**src/rtl/pfc_pkg.sv**
```systemverilog
package pfc_pkg;
    localparam int ERR_W   = 17;
    // error code bit positions
    localparam int EB_P    = 0;
    localparam int EB_W    = 1;
    localparam int EB_U    = 2;
    localparam int EB_R    = 3;
    localparam int EB_I    = 4;
    localparam int EB_K    = 5;
    localparam int EB_IMP  = 16;
    // entry bit positions
    localparam int PB_P    = 0;
    localparam int PB_RW   = 1;
    localparam int PB_US   = 2;
    localparam int PB_PS   = 7;
    localparam int PB_G    = 8;
    localparam int PB_PAT  = 12;
    localparam int PB_NX   = 63;
    localparam int ADDR_TOP = 51;
    localparam int HI3_LO  = 52;
    localparam int HI3_HI  = 62;
    localparam int KEY_LO  = 59;
    localparam int KEY_W   = 4;

    typedef struct packed {
        logic             valid;
        logic             fault;
        logic [ERR_W-1:0] code;
    } result_t;
endpackage

```
**src/rtl/pfc_rsvd_mask.sv**
```systemverilog
module pfc_rsvd_mask
    import pfc_pkg::*;
#(
    parameter int PTE_W = 64,
    parameter int LVL_W = 3,
    parameter int ORD_W = 6,
    parameter int PAW_W = 6
) (
    input  logic [LVL_W-1:0] levels,
    input  logic [LVL_W-1:0] tbl_level,
    input  logic [ORD_W-1:0] page_order,
    input  logic [PAW_W-1:0] pa_width,
    input  logic             vendor_sel,
    input  logic             gb_pages,
    input  logic             nx_usable,
    output logic [PTE_W-1:0] mask
);
    logic lvl4_d, lvl3_d, three_lvl_d, super_d;

    always_comb begin
        lvl4_d      = (tbl_level == LVL_W'(4));
        lvl3_d      = (tbl_level == LVL_W'(3));
        three_lvl_d = (levels == LVL_W'(3));
        super_d     = (page_order != '0);
    end

    for (genvar g = 0; g < PTE_W; g++) begin : g_bit
        assign mask[g] =
              (g >= int'(pa_width) && g <= ADDR_TOP)
            | (super_d && g > PB_PAT && g < int'(page_order))
            | (three_lvl_d && g >= HI3_LO && g <= HI3_HI)
            | (g == PB_NX && !nx_usable)
            | (g == PB_PS && (lvl4_d || (lvl3_d && !gb_pages)))
            | (g == PB_G && lvl4_d && vendor_sel);
    end
endmodule

```
**src/rtl/pfc_key_check.sv**
```systemverilog
module pfc_key_check
    import pfc_pkg::*;
(
    input  logic [KEY_W-1:0] key,
    input  logic             us_bit,
    input  logic             fetch,
    input  logic             leaf,
    input  logic             four_lvl,
    input  logic             user,
    input  logic             write,
    input  logic             wp,
    input  logic             pke,
    input  logic             pks,
    input  logic             uad,
    input  logic             uwd,
    input  logic             sad,
    input  logic             swd,
    output logic             key_fault
);
    logic applies_d, en_d, ad_d, wd_d;

    always_comb begin
        applies_d = !fetch && leaf && four_lvl && (&key);
        en_d      = us_bit ? pke : pks;
        ad_d      = us_bit ? uad : sad;
        wd_d      = us_bit ? uwd : swd;
        key_fault = applies_d && en_d && (ad_d || (write && wd_d && (user || wp)));
    end
endmodule

```
**src/rtl/pfc_rights_check.sv**
```systemverilog
module pfc_rights_check (
    input  logic fetch,
    input  logic user,
    input  logic write,
    input  logic implicit_acc,
    input  logic nx_bit,
    input  logic us_bit,
    input  logic rw_bit,
    input  logic wp,
    input  logic ac,
    input  logic smep,
    input  logic smap,
    output logic rights_fault
);
    logic fetch_bad_d, user_bad_d, sup_bad_d;

    always_comb begin
        fetch_bad_d  = nx_bit || (user && !us_bit) || (!user && us_bit && smep);
        user_bad_d   = !us_bit || (write && !rw_bit);
        sup_bad_d    = (write && !rw_bit && wp) ||
                       (us_bit && smap && (implicit_acc || !ac));
        rights_fault = fetch ? fetch_bad_d : (user ? user_bad_d : sup_bad_d);
    end
endmodule

```
**src/rtl/pte_fault_check.sv**
```systemverilog
module pte_fault_check
    import pfc_pkg::*;
#(
    parameter int PTE_W = 64,
    parameter int LVL_W = 3,
    parameter int ORD_W = 6,
    parameter int PAW_W = 6
) (
    input  logic             clk,
    input  logic             rst_n,
    input  logic             req_valid,
    input  logic [PTE_W-1:0] pte,
    input  logic             acc_user,
    input  logic             acc_write,
    input  logic             acc_fetch,
    input  logic             acc_implicit,
    input  logic             ctl_wp,
    input  logic             ctl_ac,
    input  logic             ctl_nxe,
    input  logic             ctl_smep,
    input  logic             ctl_smap,
    input  logic             ctl_pke,
    input  logic             ctl_pks,
    input  logic             ukey_ad,
    input  logic             ukey_wd,
    input  logic             skey_ad,
    input  logic             skey_wd,
    input  logic [LVL_W-1:0] levels,
    input  logic [LVL_W-1:0] tbl_level,
    input  logic             is_leaf,
    input  logic [ORD_W-1:0] page_order,
    input  logic [PAW_W-1:0] pa_width,
    input  logic             vendor_sel,
    input  logic             gb_pages,
    output logic             out_valid,
    output logic             out_fault,
    output logic [ERR_W-1:0] out_code
);
    logic             nx_usable;
    logic [PTE_W-1:0] rsvd_mask;
    logic             key_fault, rights_fault;
    result_t          res_d, res_q;

    assign nx_usable = (levels >= LVL_W'(3)) && ctl_nxe;

    pfc_rsvd_mask #(.PTE_W(PTE_W), .LVL_W(LVL_W), .ORD_W(ORD_W), .PAW_W(PAW_W)) u_mask (
        .levels(levels), .tbl_level(tbl_level), .page_order(page_order),
        .pa_width(pa_width), .vendor_sel(vendor_sel), .gb_pages(gb_pages),
        .nx_usable(nx_usable), .mask(rsvd_mask)
    );

    pfc_key_check u_key (
        .key(pte[KEY_LO +: KEY_W]), .us_bit(pte[PB_US]), .fetch(acc_fetch),
        .leaf(is_leaf), .four_lvl(levels == LVL_W'(4)), .user(acc_user),
        .write(acc_write), .wp(ctl_wp), .pke(ctl_pke), .pks(ctl_pks),
        .uad(ukey_ad), .uwd(ukey_wd), .sad(skey_ad), .swd(skey_wd),
        .key_fault(key_fault)
    );

    pfc_rights_check u_rights (
        .fetch(acc_fetch), .user(acc_user), .write(acc_write),
        .implicit_acc(acc_implicit), .nx_bit(pte[PB_NX]), .us_bit(pte[PB_US]),
        .rw_bit(pte[PB_RW]), .wp(ctl_wp), .ac(ctl_ac), .smep(ctl_smep),
        .smap(ctl_smap), .rights_fault(rights_fault)
    );

    always_comb begin
        res_d       = res_q;
        res_d.valid = 1'b0;
        if (req_valid) begin
            res_d.valid         = 1'b1;
            res_d.fault         = 1'b0;
            res_d.code          = '0;
            res_d.code[EB_W]    = acc_write;
            res_d.code[EB_U]    = acc_user;
            res_d.code[EB_I]    = acc_fetch && (nx_usable || ctl_smep);
            res_d.code[EB_IMP]  = acc_implicit;
            if (!pte[PB_P]) begin
                res_d.fault = 1'b1;
            end else begin
                res_d.code[EB_P] = 1'b1;
                if (|(pte & rsvd_mask)) begin
                    res_d.fault      = 1'b1;
                    res_d.code[EB_R] = 1'b1;
                end else if (key_fault) begin
                    res_d.fault      = 1'b1;
                    res_d.code[EB_K] = 1'b1;
                end else if (rights_fault) begin
                    res_d.fault      = 1'b1;
                end
            end
            if (!res_d.fault) res_d.code = '0;
        end
    end

    always_ff @(posedge clk or negedge rst_n) begin
        if (!rst_n) res_q <= '0;
        else        res_q <= res_d;
    end

    assign out_valid = res_q.valid;
    assign out_fault = res_q.fault;
    assign out_code  = res_q.code;

    a_r1_valid_follows_req: assert property (@(posedge clk) disable iff (!rst_n)
        req_valid |=> out_valid);
    a_r1_no_spurious_valid: assert property (@(posedge clk) disable iff (!rst_n)
        !req_valid |=> !out_valid && $stable(out_code));
    a_r2_uw_copied: assert property (@(posedge clk) disable iff (!rst_n)
        req_valid |=> (!out_fault ||
            (out_code[EB_U] == $past(acc_user) && out_code[EB_W] == $past(acc_write))));
    a_r4_absent_no_p: assert property (@(posedge clk) disable iff (!rst_n)
        (req_valid && !pte[PB_P]) |=> out_fault && !out_code[EB_P] && !out_code[EB_R]);
    a_r4_present_sets_p: assert property (@(posedge clk) disable iff (!rst_n)
        (req_valid && pte[PB_P]) |=> (!out_fault || out_code[EB_P]));
    a_r12_success_zero: assert property (@(posedge clk) disable iff (!rst_n)
        !out_fault |-> out_code == '0);
    a_r13_r_excludes_k: assert property (@(posedge clk) disable iff (!rst_n)
        out_valid |-> $countones({out_code[EB_R], out_code[EB_K]}) <= 1);
endmodule

```
**config.mk**
```make
export PLATFORM = sky130hd
export DESIGN_NAME = pte_fault_check
export DESIGN_NICKNAME = d
export VERILOG_FILES = /design/src/rtl/pfc_pkg.sv /design/src/rtl/pfc_rsvd_mask.sv /design/src/rtl/pfc_key_check.sv /design/src/rtl/pfc_rights_check.sv /design/src/rtl/pte_fault_check.sv
export SDC_FILE = /design/constraint.sdc
export NUM_CORES = 1
export LEC_CHECK = 0
export BUFFER_PORTS_ARGS = -buffer_cell sky130_fd_sc_hd__clkbuf_2
export CORE_ASPECT_RATIO = 1.4
export CORE_MARGIN = 1
export CORE_UTILIZATION = 40
export DETAILED_ROUTE_END_ITERATION = 7
export PLACE_DENSITY_LB_ADDON = 0.15
export SYNTH_ARGS = -nofsm -noshare
export SYNTH_HDL_FRONTEND = slang
export SYNTH_HIERARCHICAL = 1
export SYNTH_SLANG_ARGS = --single-unit
```
**constraint.sdc**
```tcl
create_clock -name clk -period 0.8 [get_ports clk]
set_input_delay 0.04 -clock clk [delete_from_list [all_inputs] [get_ports clk]]
set_output_delay 0.04 -clock clk [all_outputs]
set_load 0.05 [all_outputs]
```
==> qor.csv <==
metric,value,unit
dp.cells,533,
port_buffers,111,
ys_seq_area_share,11.1,%
final.setup.worst_slack,-1260,ps
via_count,3133,
worstSetupPathType,input pin to flip-flop,
grt-ovfl-total,0,
cts_buffer_depth,2,
grt_start_max_net_pins,16,
antenna_cells,0,
drc,0,
synth_cells,285,
violations,setup timing,
start_util,41.6,%
synth_edf_count,0,
fillCellCount,424,
cp_max_fo,8,
antenna_left,0,
grt_pass1_wl,14600,um
yosys-top-cells-area,"dfrtp_1 11%, a22o_1 6.9%, a221oi_2 6.7%",
p_per_area,851,mW/mm2
slowest_delay,310,ps
p_leak,0.00174,uW
synth_ff_type,dfrtp_1,
ys_ff_latch,9,
core,0.00488,mm2
final_max_slew_viol_count,0,
period_share,257,%
critPathCaptureType,flip-flop,
root_buffer,clkbuf_8,
fin_tns_setup,-10140,ps
drt_iter0_drc,239,
fin_worst_skew,0,ps
fmax,0.486,GHz
place_congestion,1.02,
antenna_found_initial,0,
first_pass_iters,5,
synth_top_cell_by_area,dfrtp_1,
dp_hpwl,7760,um
rsz0062_at_grt,yes,
setup_viol,17,
drt-total-wl,9650,um
vias_per_cell,5.82,
async_reset_ff_share,100,%
worstPathArrival,2140,ps
min_path_type,input pin to flip-flop,
cts_setup_buffers,0,
cap_violations,0,
row_count,30,
fin_cells,538,
syn_area_per_cell,7.12,um2
wl_per_cell,17.9,um
cts.clk_slew.worst_paths,40,ps
syn_to_final_growth,71.3,%
io_pins,122,
synth_top_cell_area_share,11.1,%
cp_slowest_cell,a211o_1,
cts_buffers,3,
clock_latency,230,ps
relSlewSlack,55.6,%
yosysWarnings,6,
ctsHtreeMaxLevel,1,
final_nets,578,
synth_cell_types,58,
grt_usage,35.4,%
worst_pin_slew,661,ps
grt_pass1_vias,3025,
irDropWorstVdd,1.15,mV
dieArea,0.00537,mm2
netlist_area,0.00203,mm2
drive_above_1_share,50.4,%
finalHoldViolCount,0,
die_h,86.3,um
critPathLaunchType,input pin,
die_x,62.2,um
cts_tree,built,
clkSinkCount,9,
cp_cell_sequence,"clkbuf_2, buf_4, and3_1, a211o_1, a22o_1, a221oi_1, nand4_1, nor4_4, buf_6, a22oi_2",
status,finished with violations,
required,880,ps
period_needed,2060,ps
## Yosys cell counts, drive strengths merged (2+ instances only)
master    n
a21oi    14
a31oi     5
o21ai    21
nand3    11
a22oi     2
clkbuf   11
and2      5
mux2i     5
a21o      3
nor3      6
or2       5
inv       6
o31ai     3
nand2b    3
o221ai    7
a211o     6
a221oi   16
nand2    20
buf      24
or3       4
nor2b     5
o21a      2
and3      5
and3b     2
o2111ai   3
nor2     27
o211ai   13
o311ai    5
a22o     16
a31o      2
dfrtp     9
nand4     5
## state kept, by name, indices dropped and copies added (netlist names)
| register | flops |
|---|---|
| out_code | 7 |
| out_fault | 1 |
| out_valid | 1 |
## cells in the final DEF, fill, tap and decap left out, drive strengths merged, types with 7 or more instances in the layout
master  instances
buf           111
conb           10
o221ai          7
nand3          11
nor2           27
o21ai          21
o211ai         13
dfrtp           9
a221oi         16
nand2          20
clkbuf        103
a21oi          14
a22o           16
## cells by family (layout without fill, tap and decap cells)
| family | Yosys count | in the layout | synth area share (%) |
|---|---|---|---|
| buf+inv | 42 | 222 | 10.3 |
| flops | 9 | 9 | 11.1 |
| other cells | 1 | 10 | 0.185 |
| compound gates | 122 | 122 | 47.7 |
| simple gates | 105 | 105 | 27.7 |
| mux | 6 | 6 | 3.02 |
## power breakdown
group	internal (uW)	switching (uW)
Combinational	903	1010
Clock	347	177
Sequential	490	34.9
Total	1740	1220
## final cells by class
class | count | area [um2] | area share (%)
multi-input cells | 243 | 1650 | 47.5
repair buffers | 211 | 1450 | 41.7
flip-flops and latches | 9 | 225 | 6.48
well taps | 64 | 80.1 | 2.30
inverters | 7 | 26.3 | 0.756
clock buffers | 4 | 45.0 | 1.30
## worst paths after layout
kind / start / endpoint / slack (ps) / cells past startpoint
worst min-delay path: req_valid / out_valid$_DFF_PN0_ / 150 / 2
max in group asynchronous: rst_n / out_code[3]$_DFFE_PN0P_ / 390 / 2
worst max-delay path: page_order[2] / out_code[4]$_DFFE_PN0P_ / -1260 / 10
worst max register to register: out_code[5]$_DFFE_PN0P_ / out_code[5]$_DFFE_PN0P_ / -50 / 2
worst min register to register: out_code[3]$_DFFE_PN0P_ / out_code[3]$_DFFE_PN0P_ / 580 / 2
min in group asynchronous: rst_n / out_code[16]$_DFFE_PN0P_ / 220 / 2
## worst max-delay path: cells and delay by family
| family | cells | cell delay (ps) |
|---|---|---|
| AOI/OAI and AO/OA | 4 | 910 |
| and+or+nand+nor | 3 | 700 |
| buffers and inverters | 3 | 490 |
## routing by layer
layer / vias to the layer above / routed length (um) / global-route usage, % / part of all wire (%)
met1: 1446 / 3620 / 38.5 / 38
met3: 35 / 639 / 4.34 / 6.6
met4: 0 / 532 / 22.8 / 5.5
met2: 164 / 4850 / 64.7 / 50
li1: 1488 / - / - / -
met5: - / 0 / 0 / 0
## stage by stage
stage / cell area [um2] / worst slack (ps) / utilization [%] / power (uW) / hold slack (ps)
2_1_floorplan: 2060 / -1190 / - / 1430 / -256
3_3_place_gp: 3280 / -1530 / 67.3 / 2290 / -89.1
3_5_place_dp: 3280 / -1530 / 67.3 / 2290 / -92.0
4_1_cts: 3450 / -1230 / 70.7 / 2900 / 131
5_1_grt: 3480 / -1340 / 71.3 / 3090 / 157
6_report: 3480 / -1260 / 71.3 / 2960 / 147
## what timing repair did
action	CTS	global route
pin swaps	5	5
hold buffers	1	0
setup endpoints to repair	17	17
endpoints found under the hold margin	9	0
gates cloned	0	0
gates resized for setup	23	17
Power figures use the tool's default switching activity.
